File: src/rtl/rss_pkg.sv
// Shared types for the radio state sequencer.
// Assumes: state codes are visible to software and must not be renumbered.
package rss_pkg;

    typedef enum logic [2:0] {
        ST_SLEEP = 3'd0,
        ST_OFF   = 3'd1,
        ST_ON    = 3'd2,
        ST_RX    = 3'd3,
        ST_TX    = 3'd4
    } rs_state_t;

    localparam logic [7:0] OP_OFF   = 8'hB0;
    localparam logic [7:0] OP_ON    = 8'hB1;
    localparam logic [7:0] OP_RX    = 8'hB2;
    localparam logic [7:0] OP_TX    = 8'hB5;
    localparam logic [7:0] OP_SLEEP = 8'hBA;
    localparam logic [7:0] OP_HWRST = 8'hC8;

    typedef enum logic [4:0] {
        S_IDLE, S_RSSI, S_LNA_OFF, S_RX_DN, S_RAMP_DN, S_RAMP_DN_W,
        S_PA_OFF, S_TXCLK, S_SYN_DN, S_SYN_UP, S_RX_UP, S_CHAN, S_BW,
        S_VCO, S_VCO_W, S_SETL0, S_SETL_W, S_DIG, S_EXT, S_RAMP_UP,
        S_RAMP_UP_W, S_DONE, S_FAIL
    } step_t;

endpackage

File: src/rtl/rss_cmd_check.sv
// Command legality table: for an opcode and the current state, says
// whether the command is taken, whether it needs a hardware sequence,
// and which state it aims at. Pure combinational; hardware reset is
// handled by the caller and is reported here as not legal.
module rss_cmd_check
    import rss_pkg::*;
(
    input  logic [7:0] op_i,
    input  rs_state_t  cur_i,
    output logic       legal_o,
    output logic       need_seq_o,
    output rs_state_t  target_o
);

    logic rf_active;
    assign rf_active = (cur_i == ST_RX) || (cur_i == ST_TX);

    // Decode the opcode against the current state.
    always_comb begin
        legal_o    = 1'b0;
        need_seq_o = 1'b0;
        target_o   = cur_i;
        case (op_i)
            OP_SLEEP: begin
                legal_o  = (cur_i == ST_OFF) || (cur_i == ST_ON);
                target_o = ST_SLEEP;
            end
            OP_OFF: begin
                legal_o  = (cur_i == ST_ON);
                target_o = ST_OFF;
            end
            OP_ON: begin
                legal_o    = (cur_i != ST_SLEEP);
                need_seq_o = rf_active;
                target_o   = ST_ON;
            end
            OP_RX, OP_TX: begin
                legal_o    = rf_active || (cur_i == ST_ON);
                need_seq_o = 1'b1;
                target_o   = (op_i == OP_RX) ? ST_RX : ST_TX;
            end
            default: ;
        endcase
    end

endmodule

File: src/rtl/rss_wait_timer.sv
// Loadable down-counter used for both the settle delay and the handshake
// timeout. Loads on load_i, then counts down to zero and holds there.
module rss_wait_timer #(
    parameter int CW = 8
) (
    input  logic          clk,
    input  logic          rst_n,
    input  logic          load_i,
    input  logic [CW-1:0] val_i,
    output logic          zero_o
);

    logic [CW-1:0] cnt_q;

    // Load or decrement the count.
    always_ff @(posedge clk) begin
        if (!rst_n)
            cnt_q <= '0;
        else if (load_i)
            cnt_q <= val_i;
        else if (cnt_q != '0)
            cnt_q <= cnt_q - 1'b1;
    end

    assign zero_o = (cnt_q == '0);

    // the delay shrinks by exactly one per cycle once loaded.
    p_count_step_r13: assert property (@(posedge clk) disable iff (!rst_n)
        (!load_i && cnt_q != '0) |=> (cnt_q == $past(cnt_q) - 1'b1));

endmodule

File: src/rtl/rss_seq_engine.sv
// Step engine: runs the ordered power, tune and ramp actions for a move
// from one RF-related state to another. Levels change on the edge that
// leaves a step; pulses are high for the one cycle spent in a step.
// Assumes the configuration inputs are stable while a sequence runs.
module rss_seq_engine
    import rss_pkg::*;
#(
    parameter int SETTLE_W = 8,
    parameter int TMO_CYC  = 64,
    parameter int RSSI_W   = 8
) (
    input  logic                clk,
    input  logic                rst_n,
    input  logic                abort_i,
    input  logic                start_i,
    input  rs_state_t           from_i,
    input  rs_state_t           to_i,
    input  logic [SETTLE_W-1:0] settle_i,
    input  logic                cfg_pa_i,
    input  logic                cfg_lna_i,
    input  logic                vco_done_i,
    input  logic                ramp_done_i,
    input  logic [RSSI_W-1:0]   rssi_i,
    output logic                busy_o,
    output logic                done_o,
    output logic                fail_o,
    output rs_state_t           dest_o,
    output logic                synth_o,
    output logic                rx_pwr_o,
    output logic                dig_rx_o,
    output logic                dig_tx_o,
    output logic                lna_o,
    output logic                pa_o,
    output logic                chan_o,
    output logic                bw_o,
    output logic                vco_start_o,
    output logic                ramp_up_o,
    output logic                ramp_dn_o,
    output logic [RSSI_W-1:0]   rssi_q_o
);

    localparam int TW = $clog2(TMO_CYC + 1);
    localparam int CW = (TW > SETTLE_W) ? TW : SETTLE_W;

    step_t         step_q, step_n;
    rs_state_t     from_q, dest_q;
    logic          tmr_zero, tmr_load, retune, to_rx;
    logic [CW-1:0] tmr_val;

    assign retune = (from_q == ST_RX) && (dest_q == ST_RX);
    assign to_rx  = (dest_q == ST_RX);

    assign tmr_load = (step_q == S_VCO) || (step_q == S_SETL0) ||
                      (step_q == S_RAMP_UP) || (step_q == S_RAMP_DN);
    assign tmr_val  = (step_q == S_SETL0) ? CW'(settle_i) : CW'(TMO_CYC);

    rss_wait_timer #(.CW(CW)) u_timer (
        .clk    (clk),
        .rst_n  (rst_n),
        .load_i (tmr_load),
        .val_i  (tmr_val),
        .zero_o (tmr_zero)
    );

    // Pick the next step of the ordered action list.
    always_comb begin
        step_n = step_q;
        case (step_q)
            S_IDLE: if (start_i) begin
                if (from_i == ST_TX)      step_n = S_RAMP_DN;
                else if (from_i == ST_RX) step_n = (to_i == ST_RX) ? S_LNA_OFF : S_RSSI;
                else                      step_n = S_SYN_UP;
            end
            S_RSSI:      step_n = S_LNA_OFF;
            S_LNA_OFF:   step_n = S_RX_DN;
            S_RX_DN:     step_n = retune ? S_SYN_UP : S_SYN_DN;
            S_RAMP_DN:   step_n = S_RAMP_DN_W;
            S_RAMP_DN_W: if (ramp_done_i) step_n = S_PA_OFF;
                         else if (tmr_zero) step_n = S_FAIL;
            S_PA_OFF:    step_n = S_TXCLK;
            S_TXCLK:     step_n = S_SYN_DN;
            S_SYN_DN:    step_n = (dest_q == ST_ON) ? S_DONE : S_SYN_UP;
            S_SYN_UP:    step_n = to_rx ? S_RX_UP : S_CHAN;
            S_RX_UP:     step_n = S_CHAN;
            S_CHAN:      step_n = S_BW;
            S_BW:        step_n = S_VCO;
            S_VCO:       step_n = S_VCO_W;
            S_VCO_W:     if (vco_done_i) step_n = S_SETL0;
                         else if (tmr_zero) step_n = S_FAIL;
            S_SETL0:     step_n = S_SETL_W;
            S_SETL_W:    if (tmr_zero) step_n = S_DIG;
            S_DIG:       step_n = S_EXT;
            S_EXT:       step_n = to_rx ? S_DONE : S_RAMP_UP;
            S_RAMP_UP:   step_n = S_RAMP_UP_W;
            S_RAMP_UP_W: if (ramp_done_i) step_n = S_DONE;
                         else if (tmr_zero) step_n = S_FAIL;
            default:     step_n = S_IDLE;
        endcase
    end

    // Advance the step and apply the level changes of the step being left.
    always_ff @(posedge clk) begin
        if (!rst_n || abort_i) begin
            step_q   <= S_IDLE;
            from_q   <= ST_ON;
            dest_q   <= ST_ON;
            synth_o  <= 1'b0;
            rx_pwr_o <= 1'b0;
            dig_rx_o <= 1'b0;
            dig_tx_o <= 1'b0;
            lna_o    <= 1'b0;
            pa_o     <= 1'b0;
            if (!rst_n) rssi_q_o <= '0;
        end else begin
            step_q <= step_n;
            if (step_q == S_IDLE && start_i) begin
                from_q <= from_i;
                dest_q <= to_i;
            end
            case (step_q)
                S_RSSI:    rssi_q_o <= rssi_i;
                S_LNA_OFF: lna_o    <= 1'b0;
                S_RX_DN: begin
                    rx_pwr_o <= 1'b0;
                    dig_rx_o <= 1'b0;
                end
                S_PA_OFF:  pa_o     <= 1'b0;
                S_TXCLK:   dig_tx_o <= 1'b0;
                S_SYN_DN:  synth_o  <= 1'b0;
                S_SYN_UP:  synth_o  <= 1'b1;
                S_RX_UP:   rx_pwr_o <= 1'b1;
                S_DIG:     if (to_rx) dig_rx_o <= 1'b1; else dig_tx_o <= 1'b1;
                S_EXT:     if (to_rx) lna_o <= cfg_lna_i; else pa_o <= cfg_pa_i;
                S_FAIL: begin
                    synth_o  <= 1'b0;
                    rx_pwr_o <= 1'b0;
                    dig_rx_o <= 1'b0;
                    dig_tx_o <= 1'b0;
                    lna_o    <= 1'b0;
                    pa_o     <= 1'b0;
                end
                default: ;
            endcase
        end
    end

    assign busy_o      = (step_q != S_IDLE);
    assign done_o      = (step_q == S_DONE);
    assign fail_o      = (step_q == S_FAIL);
    assign dest_o      = dest_q;
    assign chan_o      = (step_q == S_CHAN);
    assign bw_o        = (step_q == S_BW);
    assign vco_start_o = (step_q == S_VCO);
    assign ramp_up_o   = (step_q == S_RAMP_UP);
    assign ramp_dn_o   = (step_q == S_RAMP_DN);

    // the external LNA is only enabled on a powered receive chain.
    p_lna_on_rx_r4: assert property (@(posedge clk) disable iff (!rst_n)
        lna_o |-> rx_pwr_o);
    // calibration is only started with the synthesizer powered.
    p_vco_synth_r4: assert property (@(posedge clk) disable iff (!rst_n)
        vco_start_o |-> synth_o);
    // the external PA enable is settled before the ramp starts.
    p_pa_before_ramp_r5: assert property (@(posedge clk) disable iff (!rst_n)
        ramp_up_o |-> (pa_o == cfg_pa_i));
    // receive and transmit digital paths never run together.
    p_one_dir_r6: assert property (@(posedge clk) disable iff (!rst_n)
        $onehot0({dig_rx_o, dig_tx_o}));

endmodule

File: src/rtl/radio_state_seq.sv
// Top of the radio state sequencer. Holds the reported state, takes
// host commands and end-of-frame events, and hands RF moves to the
// step engine. Assumes one command byte per cycle at most and
// synchronous, single-cycle handshake pulses.
module radio_state_seq
    import rss_pkg::*;
#(
    parameter int SETTLE_W = 8,
    parameter int TMO_CYC  = 64,
    parameter int RSSI_W   = 8
) (
    input  logic                clk,
    input  logic                rst_n,
    input  logic                cmd_valid_i,
    input  logic [7:0]          cmd_byte_i,
    input  logic                cs_wake_i,
    input  logic                wake_timer_i,
    input  logic                stream_mode_i,
    input  logic                turn_rx2tx_i,
    input  logic                turn_tx2rx_i,
    input  logic                ext_pa_cfg_i,
    input  logic                ext_lna_cfg_i,
    input  logic                eof_irq_en_i,
    input  logic [SETTLE_W-1:0] settle_cycles_i,
    input  logic                eof_tx_i,
    input  logic                eof_rx_i,
    input  logic                vco_done_i,
    input  logic                ramp_done_i,
    input  logic [RSSI_W-1:0]   rssi_i,
    output logic [2:0]          state_o,
    output logic                cmd_ready_o,
    output logic                err_o,
    output logic                eof_irq_o,
    output logic                synth_pwr_o,
    output logic                rx_pwr_o,
    output logic                chan_load_o,
    output logic                bw_set_o,
    output logic                vco_cal_start_o,
    output logic                dig_rx_en_o,
    output logic                dig_tx_en_o,
    output logic                ext_lna_o,
    output logic                ext_pa_o,
    output logic                pa_ramp_up_o,
    output logic                pa_ramp_down_o,
    output logic [RSSI_W-1:0]   rssi_hold_o
);

    rs_state_t state_q, tgt, eof_tgt, start_to, eng_dest;
    logic      err_q, irq_q, legal, need_seq, hw_rst, idle;
    logic      cmd_go, eof_go, busy, eng_done, eng_fail;

    rss_cmd_check u_check (
        .op_i       (cmd_byte_i),
        .cur_i      (state_q),
        .legal_o    (legal),
        .need_seq_o (need_seq),
        .target_o   (tgt)
    );

    assign hw_rst  = cmd_valid_i && (cmd_byte_i == OP_HWRST);
    assign idle    = (state_q != ST_SLEEP) && !busy;
    assign cmd_go  = idle && cmd_valid_i && !hw_rst && legal && need_seq;
    assign eof_go  = idle && !cmd_valid_i && !stream_mode_i &&
                     (((state_q == ST_TX) && eof_tx_i) || ((state_q == ST_RX) && eof_rx_i));
    assign eof_tgt = (state_q == ST_TX) ? (turn_tx2rx_i ? ST_RX : ST_ON)
                                        : (turn_rx2tx_i ? ST_TX : ST_ON);
    assign start_to = cmd_go ? tgt : eof_tgt;

    rss_seq_engine #(
        .SETTLE_W (SETTLE_W),
        .TMO_CYC  (TMO_CYC),
        .RSSI_W   (RSSI_W)
    ) u_engine (
        .clk         (clk),
        .rst_n       (rst_n),
        .abort_i     (hw_rst),
        .start_i     (cmd_go || eof_go),
        .from_i      (state_q),
        .to_i        (start_to),
        .settle_i    (settle_cycles_i),
        .cfg_pa_i    (ext_pa_cfg_i),
        .cfg_lna_i   (ext_lna_cfg_i),
        .vco_done_i  (vco_done_i),
        .ramp_done_i (ramp_done_i),
        .rssi_i      (rssi_i),
        .busy_o      (busy),
        .done_o      (eng_done),
        .fail_o      (eng_fail),
        .dest_o      (eng_dest),
        .synth_o     (synth_pwr_o),
        .rx_pwr_o    (rx_pwr_o),
        .dig_rx_o    (dig_rx_en_o),
        .dig_tx_o    (dig_tx_en_o),
        .lna_o       (ext_lna_o),
        .pa_o        (ext_pa_o),
        .chan_o      (chan_load_o),
        .bw_o        (bw_set_o),
        .vco_start_o (vco_cal_start_o),
        .ramp_up_o   (pa_ramp_up_o),
        .ramp_dn_o   (pa_ramp_down_o),
        .rssi_q_o    (rssi_hold_o)
    );

    // Track the reported state, the sticky error and the frame interrupt.
    always_ff @(posedge clk) begin
        if (!rst_n) begin
            state_q <= ST_OFF;
            err_q   <= 1'b0;
            irq_q   <= 1'b0;
        end else begin
            irq_q <= 1'b0;
            if (hw_rst) begin
                state_q <= ST_SLEEP;
            end else if (state_q == ST_SLEEP) begin
                if (cs_wake_i || wake_timer_i) state_q <= ST_OFF;
                if (cmd_valid_i) err_q <= 1'b1;
            end else if (eng_done) begin
                state_q <= eng_dest;
                if (cmd_valid_i) err_q <= 1'b1;
            end else if (eng_fail) begin
                state_q <= ST_ON;
                err_q   <= 1'b1;
            end else if (busy) begin
                if (cmd_valid_i) err_q <= 1'b1;
            end else if (cmd_valid_i) begin
                if (!legal)         err_q   <= 1'b1;
                else if (!need_seq) state_q <= tgt;
            end else if (eof_go) begin
                irq_q <= eof_irq_en_i;
            end
        end
    end

    assign state_o     = state_q;
    assign cmd_ready_o = idle;
    assign err_o       = err_q;
    assign eof_irq_o   = irq_q;

    // nothing in the RF path stays powered in sleep.
    p_sleep_quiet_r11: assert property (@(posedge clk) disable iff (!rst_n)
        (state_q == ST_SLEEP) |-> (!synth_pwr_o && !rx_pwr_o && !ext_pa_o));
    // the host is never told ready while a step is issuing actions.
    p_ready_low_busy_r12: assert property (@(posedge clk) disable iff (!rst_n)
        vco_cal_start_o |-> !cmd_ready_o);
    // a settled receive state has the digital receiver running.
    p_rx_settled_r4: assert property (@(posedge clk) disable iff (!rst_n)
        ((state_q == ST_RX) && cmd_ready_o) |-> (dig_rx_en_o && synth_pwr_o));
    // a settled transmit state has the transmit path running.
    p_tx_settled_r5: assert property (@(posedge clk) disable iff (!rst_n)
        ((state_q == ST_TX) && cmd_ready_o) |-> (dig_tx_en_o && synth_pwr_o));

endmodule

File: config.mk
export PLATFORM = sky130hd
export DESIGN_NAME = radio_state_seq
export DESIGN_NICKNAME = d
export VERILOG_FILES = /design/src/rtl/rss_pkg.sv /design/src/rtl/rss_cmd_check.sv /design/src/rtl/rss_wait_timer.sv /design/src/rtl/rss_seq_engine.sv /design/src/rtl/radio_state_seq.sv
export SDC_FILE = /design/constraint.sdc
export NUM_CORES = 1
export LEC_CHECK = 0
export ABC_AREA = 1
export BUFFER_PORTS_ARGS = -buffer_cell sky130_fd_sc_hd__buf_2
export CORE_ASPECT_RATIO = 0.9
export CORE_UTILIZATION = 55
export CTS_CLUSTER_DIAMETER = 80
export DETAILED_ROUTE_END_ITERATION = 10
export GPL_TIMING_DRIVEN = 0
export PLACE_DENSITY_LB_ADDON = 0.08
export SYNTH_ARGS = -nofsm -noshare
export SYNTH_HDL_FRONTEND = slang
export SYNTH_HIERARCHICAL = 1
export SYNTH_SLANG_ARGS = --single-unit
File: constraint.sdc
create_clock -name clk -period 3.4 [get_ports clk]
set_input_delay 0.68 -clock clk [delete_from_list [all_inputs] [get_ports clk]]
set_output_delay 0.68 -clock clk [all_outputs]
set_load 0.01 [all_outputs]
After elaboration in Yosys (flattened, before gate mapping)

Cells that the tools add are included.
W data, S select, Z words.

$add $sub $neg: 1
Eq/ne operators: 50
Mux-type cells: 54
Bitwise logic cells: 3
Reduce and logical (&&, ||, !) cells: 64

Operator list:

| operator             | number |
|---|---|
| $pmux W5 S21         | 1 |
| $eq A8 B8 Y1 const B | 6 |
| $mux W8              | 6 |
| $mux W5              | 9 |
| $eq A5 B4 Y1 const B | 8 |
| $mux W3              | 13 |
| $eq A5 B5 Y1 const B | 7 |
| $eq A5 B3 Y1 const B | 4 |
| $reduce_bool A5 Y1   | 4 |
| $eq A3 B2 Y1 const B | 6 |
| $reduce_bool A2 Y1   | 8 |
| $mux W1              | 15 |
| $pmux W1 S2          | 7 |
| $reduce_or A2 Y1     | 7 |
| $logic_and A1 B1 Y1  | 13 |
| $pmux W3 S4          | 1 |
| $reduce_and A2 Y1    | 6 |
| $eq A5 B2 Y1 const B | 2 |
| $logic_or A1 B1 Y1   | 10 |
| $ne A2 B1 Y1 const B | 5 |
| $ne A5 B1 Y1 const B | 2 |
| $reduce_and A5 Y1    | 2 |
| $logic_not A8 Y1     | 1 |
| $ne A4 B1 Y1 const B | 2 |
| other kinds (18)     | 27 |

Flip-flop bits (word level): 38
Bits of input ports: 39

Depth between registers and ports, before layout

Gate-level depths: netlist (run 1).

Depth in word-level cells: 14
Depth in mapped cells: 24
Depth with buffers taken out: 24

By module

Netlist (run 1), hierarchy kept.

By module, submodules not included:

| module          | instances | cells an instance | area each (µm²) | sequential area each (µm²) |
|---|---|---|---|---|
| rss_seq_engine  | 1         | 244               | 1622.8          | 580.6 |
| radio_state_seq | 1         | 88                | 519.2           | 100.1 |
| rss_wait_timer  | 1         | 70                | 478.0           | 160.2 |
| rss_cmd_check   | 1         | 56                | 250.2           | 0.0 |

Least setup slack after synthesis (run 1)

Ideal clock, no wire load.

Path type: input -> register
From: in cmd_byte_i[6]
To: reg u_engine.step_q[1]
Library setup time: 116 ps
Arrival time: 2376 ps
Setup slack: 907 ps
Stages on the path: 24
Path through: inv_1 nand2_1 nor2_1 nand2_2 nand2_2 nand2_1 nand3_1 nand2_1 nand2_1 nand3_1 nor3_4 nand2_2 nand2_1 o21ai_2 nand2_1 inv_1 nand2_1 nor2_1 nand2_1 nand2_1 nor2_1 nand3_2 nand2_1 nor2_1

Elaborated cells between the ends (all ways): 27
Those cells by class: eq/ne: 8; mux: 10; reduce/logical: 9

RTL lines:

| element                               | RTL line              | text |
|---|---|---|
| start: declaration                    | radio_state_seq.sv:15 | `input logic [7:0] cmd_byte_i,` |
| $eq A8 B8 Y1                          | rss_cmd_check.sv:23   | `case (op_i)` |
| $reduce_or A2 Y1                      | rss_cmd_check.sv:23   |  |
| $pmux W1 S4 (*)                       | rss_cmd_check.sv:23   |  |
| named net legal                       | radio_state_seq.sv:49 | `logic err_q, irq_q, legal, need_seq, hw_rst, idle;` |
| $logic_and A1 B1 Y1 (*) (2 in series) | radio_state_seq.sv:62 | `assign cmd_go = idle && cmd_valid_i && !hw_rst && legal && need_seq;` |
| $mux W3 (*)                           | radio_state_seq.sv:67 | `assign start_to = cmd_go ? tgt : eof_tgt;` |
| named net start_to[1]                 | radio_state_seq.sv:48 | `rs_state_t state_q, tgt, eof_tgt, start_to, eng_dest;` |
| $eq A3 B2 Y1 (*)                      | rss_seq_engine.sv:71  | `else if (from_i == ST_RX) step_n = (to_i == ST_RX) ? S_LNA_OFF : S_RSSI;` |
| $mux W2 (*)                           | rss_seq_engine.sv:71  |  |
| $mux W5 (*)                           | rss_seq_engine.sv:71  |  |
| $mux W5 (*)                           | rss_seq_engine.sv:70  | `if (from_i == ST_TX) step_n = S_RAMP_DN;` |
| $mux W5 (*)                           | rss_seq_engine.sv:69  | `S_IDLE: if (start_i) begin` |
| $pmux W5 S21 (*)                      | rss_seq_engine.sv:68  | `case (step_q)` |
| end signal: assignment                | rss_seq_engine.sv:115 | `step_q <= step_n;` |
| end: declaration                      | rss_seq_engine.sv:45  | `step_t step_q, step_n;` |

Mark *: on every way through the listed nets, which the timed path passes. The rest lies on a longest branch. The select of a mux whose other input is x is not followed.
A chain may end at the register's enable or synchronous reset.

Final worst setup path (run 1)

From: reg state_q[1] (netlist: state_o[1])
To: reg u_engine.step_q[1]

Cells in the longest elaborated chain, start to end: 13
Elaborated cells between the ends (all ways): 33
Those cells by class: eq/ne: 6; mux: 10; reduce/logical: 17

RTL lines:

| element                                      | RTL line               | text |
|---|---|---|
| start: declaration                           | radio_state_seq.sv:48  |  |
| start signal: assignment                     | radio_state_seq.sv:118 | `state_q <= eng_dest;` |
| start signal: assignment                     | radio_state_seq.sv:127 | `else if (!need_seq) state_q <= tgt;` |
| $eq A3 B2 Y1 or $eq A3 B3 Y1 (tied branches) | rss_cmd_check.sv:16    | `assign rf_active = (cur_i == ST_RX) \|\| (cur_i == ST_TX);` |
| $logic_or A1 B1 Y1                           | rss_cmd_check.sv:16    |  |
| $logic_or A1 B1 Y1                           | rss_cmd_check.sv:38    | `legal_o = rf_active \|\| (cur_i == ST_ON);` |
| $pmux W1 S4 (*)                              | rss_cmd_check.sv:23    |  |
| named net legal                              | radio_state_seq.sv:49  |  |
| $logic_and A1 B1 Y1 (*) (2 in series)        | radio_state_seq.sv:62  |  |
| $mux W3 (*)                                  | radio_state_seq.sv:67  |  |
| named net start_to[0]                        | radio_state_seq.sv:48  |  |
| $eq A3 B2 Y1 (*)                             | rss_seq_engine.sv:71   |  |
| $mux W2 (*)                                  | rss_seq_engine.sv:71   |  |
| $mux W5 (*)                                  | rss_seq_engine.sv:71   |  |
| $mux W5 (*)                                  | rss_seq_engine.sv:70   |  |
| $mux W5 (*)                                  | rss_seq_engine.sv:69   |  |
| $pmux W5 S21 (*)                             | rss_seq_engine.sv:68   |  |

Marks and branches as above.

==> reports/metrics.cfg, run 1 <==
[timing]
drv_slew = 0
rsz0062_at_grt = false
setup_violations = 0
min_period_ns = 2.79
fmax_mhz = 359
post-route-period-util_pct = 81.9
hold_viol = 0
worst_pin_slew_ns = 1.19
max_slew_margin_pct = 20.0
finClkSkew_ns = 0.00801
fin_tns_setup_ns = 0

[floorplan]
die_x_microns = 78.1
coreArea_sq_um = 4920
std_cell_rows = 24
io_pins = 64
initial_utilization_pct = 58.3
die_y_microns = 70.5
dieArea_sq_um = 5510

[worst_setup_path]
critPathArrivalTime_ns = 2.97
crit_chain = inv_1, o21ai_0, nand2_1, nand3_1, nand2_1, nand2_1, nand3_1, nor3_4, nand2_2, nand3_1, nand2_1, nand2_1, inv_1, nand2_1, nor2_1, nand2_1, nand2_1, nor2_1, nand3_2, nand2_1, nor2_1
critPathTopFamily = simple AND/OR/NAND/NOR gates
cp_slowest_stage_delay_ns = 0.61
cp_slowest_cell = dfxtp_1
worstSetupPathType = reg -> reg
end_kind = register
critPathRequiredTime_ns = 3.58
cp_common_cell = nand2_1
rrSetupSlack_ns = 0.61
crit_path_start_kind = register
crit_fanout = 11
path_buf_inv = 2

[routing]
vias = 3166
detail_route.wl_per_cell_microns = 12.6
drc = 0
vias_per_cell = 5.33
firstDrtPassIters = 5
postRouteAntennaNets = 0
routed_wl_microns = 7480
initialDrtViolationCount = 188

[yosys]
netlist-cell-type-count = 41
ys_seq_elements = 38
ys_seq_area_share_pct = 29.3
yosysWarnings = 6
avgSynthCellArea_sq_um = 6.27
netlist_area_sq_um = 2870
syn_nets = 498
syn_inst = 458

[cells_and_area]
layout_common_cells = nor2_1, nand2_1, buf_2, inv_1, nand3_1
drive_above_1_share_pct = 25.5
final_cells = 594
layout_commonest_cell = nor2_1
antenna_cells = 0
nets = 568
synthToLayoutAreaGrowth_pct = 17.8
n_fill_cell = 466

[power_and_ir_drop]
power_frac_clock_pct = 19.5
combPwrFrac_pct = 48.4
p_sw_share_pct = 44.3
p_seq_share_pct = 32.1
internal-power_w = 0.00112
vdd_ir_drop_max_mv = 0.418
p_per_area_nw_per_um2 = 592
p_sw_w = 0.000887
power_leakage_nw = 1.80

[placed_design]
portBuffers = 63
place.gp.congestion = 0.980
place_inst = 586
hpwl_microns = 5870

[cts]
clkTransAtPathRegs_ns = 0.08
cts_max_level = 2
clock_latency_ns = 0.30
cts-buffers-inserted = 5
cts-resized-gates = 0
clock_path_buffers = 2
tritoncts = done
cts_hold_buf = 0
cts-root-buf = clkbuf_8
post_cts_buffers = 0
cts_sinks = 38

[global_routing]
grt_overflow_total = 0
track_usage_pct = 28.7
antenna_found_initial = 0
grt_max_degree = 14
grt_pass1_wl_microns = 12700
grt_pass1_vias = 2854

[run]
drv_cap = 0

[worst_hold_path]
hold_path.class = reg -> reg

[outcome]
status = complete, no violations

[stage by stage]
stage	instance area, sq um	power, W	utilization, %	hold WS, ns	setup slack, ns
floorplan	2870	0.00137	-	0.442	0.907
finish	3380	0.00200	68.6	0.454	0.614
detailed placement	3270	0.00160	66.3	0.448	0.421
global placement	3270	0.00158	66.3	0.430	0.483
CTS	3380	0.00200	68.6	0.460	0.668
global route	3380	0.00215	68.6	0.487	0.162
[power groups by stage]
stage          Combinational [W]  Clock [W]  Sequential, W
5_1_grt                  0.00108   0.000414       0.000653
3_3_place_gp            0.000929          0       0.000648
2_1_floorplan           0.000716          0       0.000649
4_1_cts                 0.000956   0.000399       0.000642
6_report                0.000969   0.000391       0.000643
3_5_place_dp            0.000953          0       0.000651
[kinds of logic (layout without fill, tap and decap cells)]
kind of cell	Yosys count	in the layout	synth area share, %
buffers and inverters	81	152	11.2
AO/OA/AOI/OAI	45	45	9.07
XOR/XNOR	3	3	0.916
adder cells (fa/ha/maj)	1	1	0.436
flip-flops	38	38	29.3
AND/OR/NAND/NOR	290	290	49.0
[final timing paths]
path | startpoint | to | cells after the start
worst max-delay path | state_o[1] | u_engine/step_q[1] | 21
worst min-delay path | err_o | err_o | 2
worst max register to register | state_o[1] | u_engine/step_q[1] | 21
worst min register to register | err_o | err_o | 2
[worst reg2reg max path, delay by kind of cell (launching register included)]
kind | cells | cell delay (ns)
and+or+nand+nor | 18 | 1.58
DFF | 1 | 0.61
AOI/OAI and AO/OA | 1 | 0.30
buffers and inverters | 2 | 0.21
[state kept, by name, summed over array words and instances, names as in the netlist, 3 cells and up]
register	cells
u_engine/dest_o	3
u_engine/u_timer/cnt_q	8
u_engine/rssi_q_o	8
u_engine/step_q	5
state_o	3
u_engine/from_q	3
[metal layers]
metal / track usage [%] / vias to the layer above / share of wire (%)
li1: - / 1605 / -
met5: 0 / - / 0
met3: 4.90 / 4 / 7.7
met1: 40.0 / 1437 / 47
met2: 45.9 / 120 / 44
met4: 8.44 / 0 / 0.67
[synth_stat cells (all sizes together)]
library cell	n	area share, %
or2	3	0.65
nand3	50	9.4
a21oi	16	3.2
nor4	3	0.65
buf	4	1.1
xnor2	2	0.61
clkinv	1	0.13
edfxtp	8	8.4
xor2	1	0.31
nor3	14	3.0
o22ai	2	0.44
inv	75	9.9
dfxtp	30	21
nor2	108	17
o31ai	2	0.52
o21bai	1	0.26
clkbuf	1	0.13
a211oi	1	0.26
nand4	11	2.4
nand2	100	15
nand3b	1	0.26
o211ai	1	0.26
a31oi	1	0.22
o21ai	21	3.9
ha	1	0.44
[layout make-up]
class                   count  area [sq um]  share of cell area (%)
well taps                  65          81.3                    2.41
flip-flops and latches     38           841                    24.9
clock inverters             3          45.0                    1.33
inverters                  76           288                    8.51
multi-input cells         339          1710                    50.5
clock buffers               5          68.8                    2.04
plain buffers               5          35.0                    1.04
repair buffers             63           315                    9.33
Power figures use the tool's default switching activity.
==> inputs of run 2 (changes only) <==
==> constraint.sdc (replaced) <==
create_clock -name clk -period 2.7 [get_ports clk]
set_input_delay 0.54 -clock clk [delete_from_list [all_inputs] [get_ports clk]]
set_output_delay 0.54 -clock clk [all_outputs]
set_load 0.01 [all_outputs]
==> run 2 against run 1 <==
Effect of this change:
- first-iteration DRC count increased by 6.4%
- worst setup slack got worse by 0.52 ns
- hold slack about the same
- core utilization increased by 1.5 points
- clock skew decreased by 0.0016 ns
- critical path depth increased by 1
- flip-flop and latch count unchanged
- final area increased by 2.3%
==> reports/metrics.cfg, run 2 (same netlist as run 1, synthesis figures left out) <==
[cells_and_area]
n_fill_cell = 455
layout_commonest_cell = nor2_1
layout_common_cells = nor2_1, nand2_1, buf_2, inv_1, nand3_1
drive_above_1_share_pct = 28.5
synthToLayoutAreaGrowth_pct = 20.4
nets = 572
reg_top3 = u_engine/rssi_q_o: 8 flops, u_engine/u_timer/cnt_q: 8 flops, u_engine/step_q: 5 flops
antenna_cells = 0

[timing]
setup_violations = 0
fin_tns_setup_ns = 0
post-route-period-util_pct = 96.5
hold_ws_ns = 0.454
drv_slew = 0
final.setup.worst_slack_ns = 0.0940
fmax_mhz = 384
max_slew_margin_pct = 18.0
min_period_ns = 2.61
hold_viol = 0
finClkSkew_ns = 0.00641
worst_pin_slew_ns = 1.22

[routing]
firstDrtPassIters = 4
routed_wl_microns = 7650
vias = 3208
drc = 0
vias_per_cell = 5.36
postRouteAntennaNets = 0
detail_route.wl_per_cell_microns = 12.8
initialDrtViolationCount = 200

[cts]
cts_sinks = 38
clock_path_buffers = 2
cts-buffers-inserted = 5
clkTransAtPathRegs_ns = 0.08
clock_latency_ns = 0.29
tritoncts = done
cts-root-buf = clkbuf_8
cts_hold_buf = 0
cts_max_level = 2

[global_routing]
grt_overflow_total = 0
grt_pass1_wl_microns = 12700
track_usage_pct = 28.7
grt_pass1_vias = 2854
antenna_found_initial = 0
grt_max_degree = 14

[floorplan]
initial_utilization_pct = 58.3
die_y_microns = 70.5
std_cell_rows = 24
die_x_microns = 78.1
io_pins = 64
coreArea_sq_um = 4920
dieArea_sq_um = 5510

[worst_setup_path]
crit_fanout = 5
worstSetupPathType = in -> reg
critPathRequiredTime_ns = 2.88
end_kind = register
r2r_cells = 21
critPathArrivalTime_ns = 2.79
crit_path_start_kind = primary input

[power_and_ir_drop]
p_per_area_nw_per_um2 = 733
vdd_ir_drop_max_mv = 0.526
power_leakage_nw = 1.83

[run]
drv_cap = 0

[placed_design]
place.gp.congestion = 0.980
portBuffers = 63
dpl_worst_slack_ns = -0.139
hpwl_microns = 5870

[worst_hold_path]
hold_path.class = reg -> reg
worstHoldPathCells = 2

[outcome]
status = complete, no violations

[run 2: where the power goes]
part	switching, W	internal (W)
Combinational	0.000794	0.000437
Clock	0.000215	0.000275
Sequential	0.000113	0.000700
[run 2: metal layers]
layer | up-vias | share of wire [%] | track usage [%] | wire, microns
li1 | 1610 | - | - | -
met1 | 1470 | 48 | 40.0 | 3670
met2 | 124 | 45 | 45.9 | 3470
met3 | 4 | 6.0 | 4.90 | 462
met4 | 0 | 0.65 | 8.44 | 50
met5 | - | 0 | 0 | 0
[run 2: final cells by class]
cell class	count	area (sq um)	share of cell area, %
multi-input combinational	339	1750	50.5
sequential	38	847	24.5
timing repair buffer	67	345	9.99
inverter	76	288	8.32
tap	65	81.3	2.35
clock buffer	5	68.8	1.99
clock inverter	3	45.0	1.30
buffer	5	35.0	1.01
[run 2: repair_timing]
item,CTS,global route
pin swaps,0,3
resized for setup,2,14
setup buffers,0,4
endpoints found under the setup margin,1,4
endpoints found under the hold margin,0,0
[run 2: per-stage QoR]
| step | util, % | power (W) | std cells | cell area (sq um) |
|---|---|---|---|---|
| 2_1_floorplan | - | 0.00172 | 458 | 2870 |
| 3_3_place_gp | 66.3 | 0.00199 | 586 | 3270 |
| 3_5_place_dp | 66.3 | 0.00202 | 586 | 3270 |
| 4_1_cts | 68.7 | 0.00252 | 594 | 3380 |
| 5_1_grt | 70.2 | 0.00273 | 598 | 3460 |
| 6_report | 70.2 | 0.00253 | 598 | 3460 |
[run 2: path summary, 6_finish.rpt]
kind,from,endpoint,slack (ns)
worst max register to register,u_engine/step_q[3],u_engine/step_q[1],0.18
worst min register to register,err_o,err_o,0.45
worst min-delay path,err_o,err_o,0.45
worst max-delay path,cmd_byte_i[6],u_engine/step_q[1],0.09
[run 2: worst max-delay path, cell delays in order]
cell,delay [ns]
buf_2,0.10
inv_1,0.06
nand4_1,0.22
nor3_4,0.32
buf_4,0.15
nand2_1,0.04
nand3_1,0.06
inv_1,0.08
nor3_4,0.22
nand2_2,0.14
nand3_2,0.08
nand2_1,0.07
nand2_1,0.07
inv_1,0.05
nand2_1,0.05
nor2_1,0.04
nand2_1,0.09
nand2_1,0.07
nor2_2,0.13
nand3_2,0.09
nand2_1,0.06
nor2_1,0.04
